File: src/rtl/fan_tach_pkg.sv
package fan_tach_pkg;
  typedef enum logic [2:0] {
    ST_HOLD   = 3'd0,
    ST_SETTLE = 3'd1,
    ST_EDGE1  = 3'd2,
    ST_EDGE2  = 3'd3,
    ST_EDGE3  = 3'd4
  } scan_state_e;

  function automatic int max3(input int a, input int b, input int c);
    int m;
    m = (a > b) ? a : b;
    return (m > c) ? m : c;
  endfunction
endpackage

File: src/rtl/tach_rise_detect.sv
module tach_rise_detect #(
  parameter int LANES = 4
) (
  input  logic             clk,
  input  logic             rst,
  input  logic [LANES-1:0] raw,
  output logic [LANES-1:0] rise
);
  for (genvar g = 0; g < LANES; g++) begin : g_lane
    logic meta_q, sync_q, prev_q;
    always_ff @(posedge clk) begin
      if (rst) begin
        meta_q <= 1'b0;
        sync_q <= 1'b0;
        prev_q <= 1'b0;
      end else begin
        meta_q <= raw[g];
        sync_q <= meta_q;
        prev_q <= sync_q;
      end
    end
    assign rise[g] = sync_q & ~prev_q;
  end
endmodule

File: src/rtl/tach_scan_fsm.sv
module tach_scan_fsm
  import fan_tach_pkg::*;
#(
  parameter int NUM_FANS      = 4,
  parameter int IDX_W         = 2,
  parameter int CNT_W         = 16,
  parameter int SETTLE_TICKS  = 2000,
  parameter int TIMEOUT_TICKS = 3000,
  parameter int HOLDOFF_TICKS = 4000
) (
  input  logic             clk,
  input  logic             rst,
  input  logic             tick,
  input  logic             edge_sel,
  output logic [IDX_W-1:0] cur_idx,
  output logic             forcing,
  output logic             done,
  output logic             fail,
  output logic [IDX_W-1:0] end_idx,
  output logic [CNT_W-1:0] end_count
);
  localparam int TMAX = max3(SETTLE_TICKS, TIMEOUT_TICKS, HOLDOFF_TICKS);
  localparam int TW   = $clog2(TMAX + 1);

  scan_state_e      state;
  logic [TW-1:0]    tcnt;
  logic [CNT_W-1:0] pcnt;
  logic [IDX_W-1:0] next_idx;

  assign next_idx = (cur_idx == IDX_W'(NUM_FANS - 1)) ? '0 : cur_idx + 1'b1;
  assign forcing  = (state != ST_HOLD);

  always_ff @(posedge clk) begin
    if (rst) begin
      state     <= ST_HOLD;
      tcnt      <= '0;
      pcnt      <= '0;
      cur_idx   <= '0;
      done      <= 1'b0;
      fail      <= 1'b0;
      end_idx   <= '0;
      end_count <= '0;
    end else begin
      done <= 1'b0;
      fail <= 1'b0;
      unique case (state)
        ST_HOLD: begin
          if (tick) begin
            if (tcnt == TW'(HOLDOFF_TICKS - 1)) begin
              tcnt  <= '0;
              state <= ST_SETTLE;
            end else begin
              tcnt <= tcnt + 1'b1;
            end
          end
        end
        ST_SETTLE: begin
          if (tick) begin
            if (tcnt == TW'(SETTLE_TICKS - 1)) begin
              tcnt  <= '0;
              pcnt  <= '0;
              state <= ST_EDGE1;
            end else begin
              tcnt <= tcnt + 1'b1;
            end
          end
        end
        default: begin
          if (state == ST_EDGE3 && edge_sel) begin
            done      <= 1'b1;
            end_idx   <= cur_idx;
            end_count <= pcnt;
            cur_idx   <= next_idx;
            tcnt      <= '0;
            state     <= ST_HOLD;
          end else if (tick && tcnt == TW'(TIMEOUT_TICKS - 1)) begin
            fail    <= 1'b1;
            end_idx <= cur_idx;
            cur_idx <= next_idx;
            tcnt    <= '0;
            state   <= ST_HOLD;
          end else begin
            if (tick) tcnt <= tcnt + 1'b1;
            if (tick && state != ST_EDGE1) pcnt <= pcnt + 1'b1;
            if (edge_sel) begin
              if (state == ST_EDGE1) begin
                pcnt  <= '0;
                state <= ST_EDGE2;
              end else begin
                state <= ST_EDGE3;
              end
            end
          end
        end
      endcase
    end
  end

  // the fan index only ever steps to its successor, wrapping at the end
  p_idx_step_r8: assert property (@(posedge clk) disable iff (rst)
    !$stable(cur_idx) |-> (cur_idx == (($past(cur_idx) == IDX_W'(NUM_FANS - 1)) ? '0 : $past(cur_idx) + 1'b1)));

  // the pulse-group timer never passes its limit
  p_window_bound_r6: assert property (@(posedge clk) disable iff (rst)
    (state == ST_EDGE1 || state == ST_EDGE2 || state == ST_EDGE3) |-> (tcnt < TW'(TIMEOUT_TICKS)));

  // every ending starts a fresh hold-off count
  p_end_holds_r7: assert property (@(posedge clk) disable iff (rst)
    (done || fail) |-> (state == ST_HOLD && tcnt == '0));
endmodule

File: src/rtl/fan_tach_scanner.sv
module fan_tach_scanner #(
  parameter int NUM_FANS      = 4,
  parameter int CNT_W         = 16,
  parameter int SETTLE_TICKS  = 2000,
  parameter int TIMEOUT_TICKS = 3000,
  parameter int HOLDOFF_TICKS = 4000,
  parameter int IDX_W         = (NUM_FANS > 1) ? $clog2(NUM_FANS) : 1
) (
  input  logic                      clk,
  input  logic                      rst,
  input  logic                      tick,
  input  logic [NUM_FANS-1:0]       tach,
  input  logic [NUM_FANS-1:0]       pwm,
  output logic [NUM_FANS-1:0]       fan_drive,
  output logic [NUM_FANS*CNT_W-1:0] period_flat,
  output logic [NUM_FANS-1:0]       valid_flags,
  output logic [NUM_FANS-1:0]       fault_flags,
  output logic                      res_valid,
  output logic [IDX_W-1:0]          res_idx,
  output logic [CNT_W-1:0]          res_period
);
  logic [NUM_FANS-1:0] rise;
  logic [IDX_W-1:0]    cur_idx, end_idx;
  logic                forcing, done, fail;
  logic [CNT_W-1:0]    end_count;
  logic [CNT_W-1:0]    per_tab [NUM_FANS];

  tach_rise_detect #(.LANES(NUM_FANS)) u_rise (
    .clk (clk),
    .rst (rst),
    .raw (tach),
    .rise(rise)
  );

  tach_scan_fsm #(
    .NUM_FANS     (NUM_FANS),
    .IDX_W        (IDX_W),
    .CNT_W        (CNT_W),
    .SETTLE_TICKS (SETTLE_TICKS),
    .TIMEOUT_TICKS(TIMEOUT_TICKS),
    .HOLDOFF_TICKS(HOLDOFF_TICKS)
  ) u_fsm (
    .clk      (clk),
    .rst      (rst),
    .tick     (tick),
    .edge_sel (rise[cur_idx]),
    .cur_idx  (cur_idx),
    .forcing  (forcing),
    .done     (done),
    .fail     (fail),
    .end_idx  (end_idx),
    .end_count(end_count)
  );

  for (genvar g = 0; g < NUM_FANS; g++) begin : g_fan
    always_ff @(posedge clk) begin
      if (rst) fan_drive[g] <= pwm[g];
      else     fan_drive[g] <= pwm[g] | (forcing && cur_idx == IDX_W'(g));
    end
    assign period_flat[g*CNT_W +: CNT_W] = per_tab[g];
  end

  always_ff @(posedge clk) begin
    if (rst) begin
      for (int i = 0; i < NUM_FANS; i++) per_tab[i] <= '0;
      valid_flags <= '0;
      fault_flags <= '0;
      res_valid   <= 1'b0;
      res_idx     <= '0;
      res_period  <= '0;
    end else begin
      res_valid <= done;
      if (done) begin
        per_tab[end_idx]     <= end_count;
        valid_flags[end_idx] <= 1'b1;
        fault_flags[end_idx] <= 1'b0;
        res_idx              <= end_idx;
        res_period           <= end_count;
      end
      if (fail) begin
        valid_flags[end_idx] <= 1'b0;
        fault_flags[end_idx] <= 1'b1;
      end
    end
  end

  // the strobe lasts one cycle
  p_strobe_single_r5: assert property (@(posedge clk) disable iff (rst)
    res_valid |=> !res_valid);

  // the strobe agrees with the table entry it announces
  p_strobe_table_r5: assert property (@(posedge clk) disable iff (rst)
    res_valid |-> (valid_flags[res_idx] && !fault_flags[res_idx] &&
                   period_flat[res_idx*CNT_W +: CNT_W] == res_period));

  // a fan never shows a reading and a fault at once
  p_flags_exclusive_r6: assert property (@(posedge clk) disable iff (rst)
    (valid_flags & fault_flags) == '0);

  // at most one drive line departs from its PWM request
  p_one_forced_r2: assert property (@(posedge clk) disable iff (rst)
    $countones(fan_drive & ~$past(pwm)) <= 1);
endmodule

File: config.mk
export PLATFORM = sky130hd
export DESIGN_NAME = fan_tach_scanner
export DESIGN_NICKNAME = d
export VERILOG_FILES = /design/src/rtl/fan_tach_pkg.sv /design/src/rtl/tach_rise_detect.sv /design/src/rtl/tach_scan_fsm.sv /design/src/rtl/fan_tach_scanner.sv
export SDC_FILE = /design/constraint.sdc
export NUM_CORES = 1
export LEC_CHECK = 0
export ABC_AREA = 0
export CAP_MARGIN = 20
export CORE_MARGIN = 2
export CORE_UTILIZATION = 63
export CTS_CLUSTER_SIZE = 24
export DETAILED_ROUTE_END_ITERATION = 7
export DONT_BUFFER_PORTS = 1
export GPL_TIMING_DRIVEN = 1
export PLACE_DENSITY_LB_ADDON = 0.1
export SLEW_MARGIN = 5
export SYNTH_ARGS = -nofsm -noshare
export SYNTH_HDL_FRONTEND = slang
export SYNTH_SLANG_ARGS = --single-unit
export TNS_END_PERCENT = 1
File: constraint.sdc
create_clock -name clk -period 2.7 [get_ports clk]
set_input_delay 0.54 -clock clk [delete_from_list [all_inputs] [get_ports clk]]
set_output_delay 0.54 -clock clk [all_outputs]
set_load 0.005 [all_outputs]
; Word-level counts from Yosys, hierarchy flattened
; Memories as Yosys holds them, arrays and structs flattened.
; Index checks and enable logic that the tools add are counted.
[op_classes]
add_sub_neg = 3
n_lt_le_gt_ge = 3
n_eq_ne = 16
mux = 54
bitwise_logic = 19
n_reduce_logical = 23
[op_table]
columns = operator, count
row1 = 16-bit two-way mux, 8
row2 = 12-bit two-way mux, 7
row3 = 16-bit case mux with 2 select lines, 1
row4 = 12-bit equality test (second input constant), 2
row5 = 3-bit two-way mux, 8
row6 = 4-bit two-way mux, 6
row7 = 12-bit case mux with 2 select lines, 1
row8 = 16-bit by 1-bit adder with 16-bit output (second input constant), 1
row9 = 16-bit OR reduction, 1
row10 = 1-bit two-way mux, 14
row11 = 12-bit by 1-bit adder with 12-bit output (second input constant), 1
row12 = 12-bit by 11-bit equality test with 1-bit output (second input constant), 1
row13 = 2-bit two-way mux, 6
row14 = 5-bit AND reduction, 2
row15 = 4-bit bitwise AND, 2
row16 = 1-bit logical AND, 8
row17 = 2-bit != test (second input constant), 4
row18 = 4-bit bitwise OR, 2
row19 = 2-bit by 3-bit less-than comparator with 1-bit output (second input constant), 2
row20 = 1-bit NOT, 6
row21 = 3-bit case mux with 2 select lines, 1
row22 = 3-bit nonzero test, 2
row23 = 5-bit nonzero test, 1
row24 = 1-bit bitwise AND, 4
row25 = 21 further kinds, 27
[word_totals]
reg_bits = 96
ram_bits = 64
in_bits = 11
output_inout_bits = 95
wordCells = 148
memories = 1
[mem_list]
columns = name, words, word_bits, read_ports, rd_clocked_by_memory_dff, write_ports, line_no
row1 = per_tab, 4, 16, 4, 0, 4, fan_tach_scanner.sv:26  ; logic [CNT_W-1:0] per_tab [NUM_FANS];

; Depth between registers and ports, before layout
[logic_depth]
word_depth = 10
depth_mapped = 9
mapped_depth_nobuf = 7

; By module
; Synthesis repeated with hierarchy kept, for this count alone.
[hier_totals]
cells_unflattened = 598
area_unflattened_um2 = 6576.3
[by_module_without_submodules]
columns = module, n_inst, cells_each, area_per_inst_um2, seq_area_each_um2
row1 = fan_tach_scanner, 1, 250, 3565.9, 2542.4
row2 = tach_scan_fsm, 1, 319, 2618.8, 1061.0
row3 = tach_rise_detect, 1, 29, 391.6, 240.2

; Least setup slack after synthesis
; No wires, ideal clock.
[synth_path]
path_kind = flip-flop to flip-flop
start = register u_fsm.cur_idx[1]
end = register u_fsm.pcnt[8]
setup_ns = 0.062
arrival_ns = 1.907
required_time_ns = 2.638
slack_ns = 0.731
path_stages_with_launch = 7
path_buffers = 0
synth_period_minus_slack_ns = 1.969
path_cell_list = dfxtp_1 > inv_2 > mux4_2 > a21oi_4 > nand2_2 > or4_1 > nand3_1
[synth_via]
elab_chain_len = 6
elab_cells_between_ends = 9
cone_classes = eq/ne (1) / mux (6) / reduce/logical (2)
[synth_lines]
columns = item, line_no
row1 = from (decl), tach_scan_fsm.sv:15  ; output logic [IDX_W-1:0] cur_idx,
row2 = from (signal assigned), tach_scan_fsm.sv:73  ; cur_idx <= next_idx;
row3 = from (signal assigned), tach_scan_fsm.sv:79  ; cur_idx <= next_idx;
row4 = 1-bit binary-select mux with 2-bit select (*), fan_tach_scanner.sv:46  ; .edge_sel (rise[cur_idx]),
row5 = 1-bit two-way mux (not written as such) (*), fan_tach_scanner.sv:46
row6 = 16-bit two-way mux, tach_scan_fsm.sv:85  ; if (edge_sel) begin
row7 = 16-bit two-way mux, tach_scan_fsm.sv:76  ; end else if (tick && tcnt == TW'(TIMEOUT_TICKS - 1)) begin
row8 = 16-bit two-way mux, tach_scan_fsm.sv:69  ; if (state == ST_EDGE3 && edge_sel) begin
row9 = 16-bit case mux with 2 select lines, tach_scan_fsm.sv:46  ; unique case (state)
row10 = to (signal assigned), tach_scan_fsm.sv:84  ; if (tick && state != ST_EDGE1) pcnt <= pcnt + 1'b1;
row11 = to (decl), tach_scan_fsm.sv:27  ; logic [CNT_W-1:0] pcnt;
; Mark *: on every way between the ends. The rest lies on a longest branch, timed or not. The select of a mux whose other input is x is not followed.
; A chain may end at the register's enable or synchronous reset.

; Worst setup path in the final report
[layout_path]
start = register u_fsm.state[1]
end = register u_fsm.pcnt[7]
[layout_via]
elab_chain_len = 8
elab_cells_between_ends = 19
cone_classes = eq/ne (8) / mux (6) / bitwise (1) / reduce/logical (4)
[layout_lines]
columns = item, line_no
row1 = from (decl), tach_scan_fsm.sv:25  ; scan_state_e state;
row2 = from (signal assigned), tach_scan_fsm.sv:35  ; state <= ST_HOLD;
row3 = from (signal assigned), tach_scan_fsm.sv:51  ; state <= ST_SETTLE;
row4 = from (signal assigned), tach_scan_fsm.sv:62  ; state <= ST_EDGE1;
row5 = 3-bit by 2-bit != test with 1-bit output, tach_scan_fsm.sv:84
row6 = 1-bit logical AND, tach_scan_fsm.sv:84
row7 = 16-bit two-way mux, tach_scan_fsm.sv:84
row8 = 16-bit two-way mux, tach_scan_fsm.sv:86  ; if (state == ST_EDGE1) begin
row9 = 16-bit two-way mux, tach_scan_fsm.sv:85
row10 = 16-bit two-way mux, tach_scan_fsm.sv:76
row11 = 16-bit two-way mux, tach_scan_fsm.sv:69
row12 = 16-bit case mux with 2 select lines, tach_scan_fsm.sv:46
; Several ways; a longest one is shown, not always the timed one. The select of a mux whose other input is x is not followed.

==> impl_metrics.yaml <==
outcome:
  outcome: "complete, no violations"
sta:
  max_freq_mhz: 431
  setup_viol: 0
  fin_tns_setup_ns: 0
  slew_violations: 0
  rsz0062_at_grt: "false"
  max_slew.worst_pin.slew_ns: 0.842
  skew_ns: 0.00945
  fin_crit_ns: 2.32
  hold_viol_final: 0
  max_slew_margin: 0.439
  post-route-period-util: 0.860
yosys:
  ys_seq_elements: 160
  yosysUniqueCellTypes: 54
  async_flop_share: 0
  syn_inst: 596
  synth_warnings: 0
  ys_seq_area_frac: 0.613
  synth_edf_count: 64
  syn_avg_cell_area_um2: 10.5
  ys.flop_type: "dfxtp_1"
  syn_area_mm2: 0.00627
  syn_nets: 613
global_route:
  grt_overflow_total: 0
  met3_usage: 0.0541
  top_usage_layer: "met2"
  grt_start_max_net_pins: 75
  use_met1: 0.286
  first_global_vias: 3904
  grt_usage: 0.227
  antenna_found_initial: 0
  grt_pass1_wl_um: 19500
  met2_usage: 0.381
worst_setup_path:
  r2r-start: "u_fsm.state[1]$_SDFFE_PP0P_"
  worstSetupStartpointType: "register"
  path_cells: "nor2_1 > nand2_1 > a22oi_4 > nand3_1 > or3_1 > a21oi_1"
  crit_slowest_cell: "nor2_1"
  rr_endpoint: "u_fsm.pcnt[7]$_SDFFE_PP0P_"
  max_stage_delay_ns: 0.48
  crit_type: "reg2reg"
  cp_max_fo: 14
  reg2reg_slack_ns: 0.38
  rr_worst_depth: 6
  required_ns: 3.14
  startpoint: "u_fsm.state[1]$_SDFFE_PP0P_"
  worst_ep_arrival_time_ns: 2.76
  endpoint_kind: "register"
die:
  rows: 36
  io_pins: 106
  fp.dieW_um: 104
  initial_core_util: 0.645
  die_height_um: 104
  coreArea_mm2: 0.00973
  dieArea_mm2: 0.0108
drt:
  vias: 4166
  finalWirelength_um: 11800
  wl_per_cell_um: 16.0
  drtPass1Iterations: 4
  routed_via_density: 5.67
  ant_nets: 0
  drt-initial-drc-count: 232
  drc: 0
power_and_ir_drop:
  power.total_mw: 4.93
  leakage_nw: 2.55
  power.density_cell_area_mw_per_mm2: 711
  ir_drop_mv: 0.520
clock_tree:
  cts_hold_buf: 0
  clk_latency_ns: 0.52
  clock-sinks: 160
  post_cts_resized: 0
  cts_tree: "built"
  cts_root_buf: "clkbuf_8"
  post_cts_buffers: 0
  clockBufferDepth: 2
  cts-htree-levels: 4
  cts.clk_slew.worst_paths_ns: 0.06
  cts-buffers-inserted: 17
place:
  hpwl_um: 8010
  gp_congestion: 0.799
  portBuffers: 0
  placed_cell_area_mm2: 0.00636
cells_and_area:
  finalInstanceArea_mm2: 0.00694
  final_cell_mix: "106 x nor2_1, 96 x dfxtp_1, 64 x edfxtp_1"
  diodes: 0
  areaGrowthSynthToFinish_pct: 10.6
  layout-drive-gt1-share: 0.0847
  finalNetCount: 606
  mostFrequentLayoutCell: "nor2_1"
  regArea_mm2: 0.00384
  multi_input_comb_area_mm2: 0.00223
  fillerInstances: 677
flow_run:
  cap_viol_max_count: 0
hold_path:
  hp-class: "in2reg"
  holdCritStartpoint: "rst"
  hold-path-endpoint: "u_rise.g_lane[0].meta_q$_SDFF_PP0_"
  holdPathStages: 1
==> metrics by stage <==
stage          worst slack, ns  instances   util  hold slack, ns
2_1_floorplan            0.731        596      -           0.414
3_3_place_gp             0.522        703  0.654           0.429
3_5_place_dp             0.445        703  0.654           0.429
4_1_cts                  0.397        735  0.713          0.0635
5_1_grt                  0.191        735  0.713          0.0647
6_report                 0.378        735  0.713          0.0901
==> synthesized netlist by cell type (all sizes together) (6+ instances only) <==
cell,instances,area share
a21oi,31,0.028
xnor2,7,0.0098
nand2b,11,0.011
clkbuf,24,0.014
ha,6,0.012
xor2,14,0.020
nand3,17,0.014
nand2,64,0.039
inv,19,0.011
nor2,106,0.063
nor2b,20,0.020
dfxtp,96,0.31
buf,9,0.0066
nand4,7,0.0070
and3,7,0.0070
edfxtp,64,0.31
mux2i,24,0.038
o21ai,10,0.0080
==> where the power goes <==
group | total [mW] | leakage, nW | internal [mW] | switching [mW]
sequential | 2.58 | 1.44 | 2.55 | 0.0252
combinational | 0.0559 | 0.847 | 0.0188 | 0.0372
clock | 2.30 | 0.268 | 1.33 | 0.966
==> worst max-delay path by stage <==
stage	endpoint	slack [ns]	cells past startpoint
2_1_floorplan	u_fsm.pcnt[8]$_SDFFE_PP0P_	0.73	6
3_3_place_gp	u_fsm.pcnt[7]$_SDFFE_PP0P_	0.52	7
3_5_place_dp	u_fsm.pcnt[7]$_SDFFE_PP0P_	0.44	6
4_1_cts	u_fsm.pcnt[7]$_SDFFE_PP0P_	0.40	6
5_1_grt	u_fsm.pcnt[7]$_SDFFE_PP0P_	0.19	6
6_report	u_fsm.pcnt[7]$_SDFFE_PP0P_	0.38	6
==> layout make-up <==
type / count / area share
repair buffers: 7 / 0.00757
clock buffers: 18 / 0.0602
clock inverters: 14 / 0.0227
inverters: 19 / 0.0103
well taps: 133 / 0.0240
flip-flops and latches: 160 / 0.554
multi-input cells: 384 / 0.321
==> state kept, by name (all words and copies together) (netlist names) <==
name                  count
per_tab                  64
res_period               16
u_fsm.end_count          16
u_fsm.pcnt               16
u_fsm.tcnt               12
fan_drive                 4
fault_flags               4
u_rise.g_lane.meta_q      4
u_rise.g_lane.prev_q      4
u_rise.g_lane.sync_q      4
valid_flags               4
u_fsm.state               3
res_idx                   2
u_fsm.cur_idx             2
u_fsm.end_idx             2
res_valid                 1
u_fsm.done                1
u_fsm.fail                1
==> routing by layer <==
| layer | routed length [um] | up-vias |
|---|---|---|
| li1 | - | 2024 |
| met1 | 5030 | 1990 |
| met2 | 5910 | 134 |
| met3 | 628 | 18 |
| met4 | 224 | 0 |
| met5 | 0 | - |
==> worst max-delay path: cells and delay by family (launching register included) <==
kind / cells / cell delay, ns
AO/OA/AOI/OAI: 2 / 0.56
AND/OR/NAND/NOR: 4 / 1.30
flip-flops: 1 / 0.38
==> logic make-up after synthesis <==
logic type,after synthesis,share of synthesized area
flops,160,0.613
simple gates,267,0.202
fa+ha+maj,6,0.0120
buf+inv,52,0.0323
compound gates,64,0.0660
xor+xnor,21,0.0293
mux,26,0.0455
No activity file was read; power rests on OpenSTA's default activity.
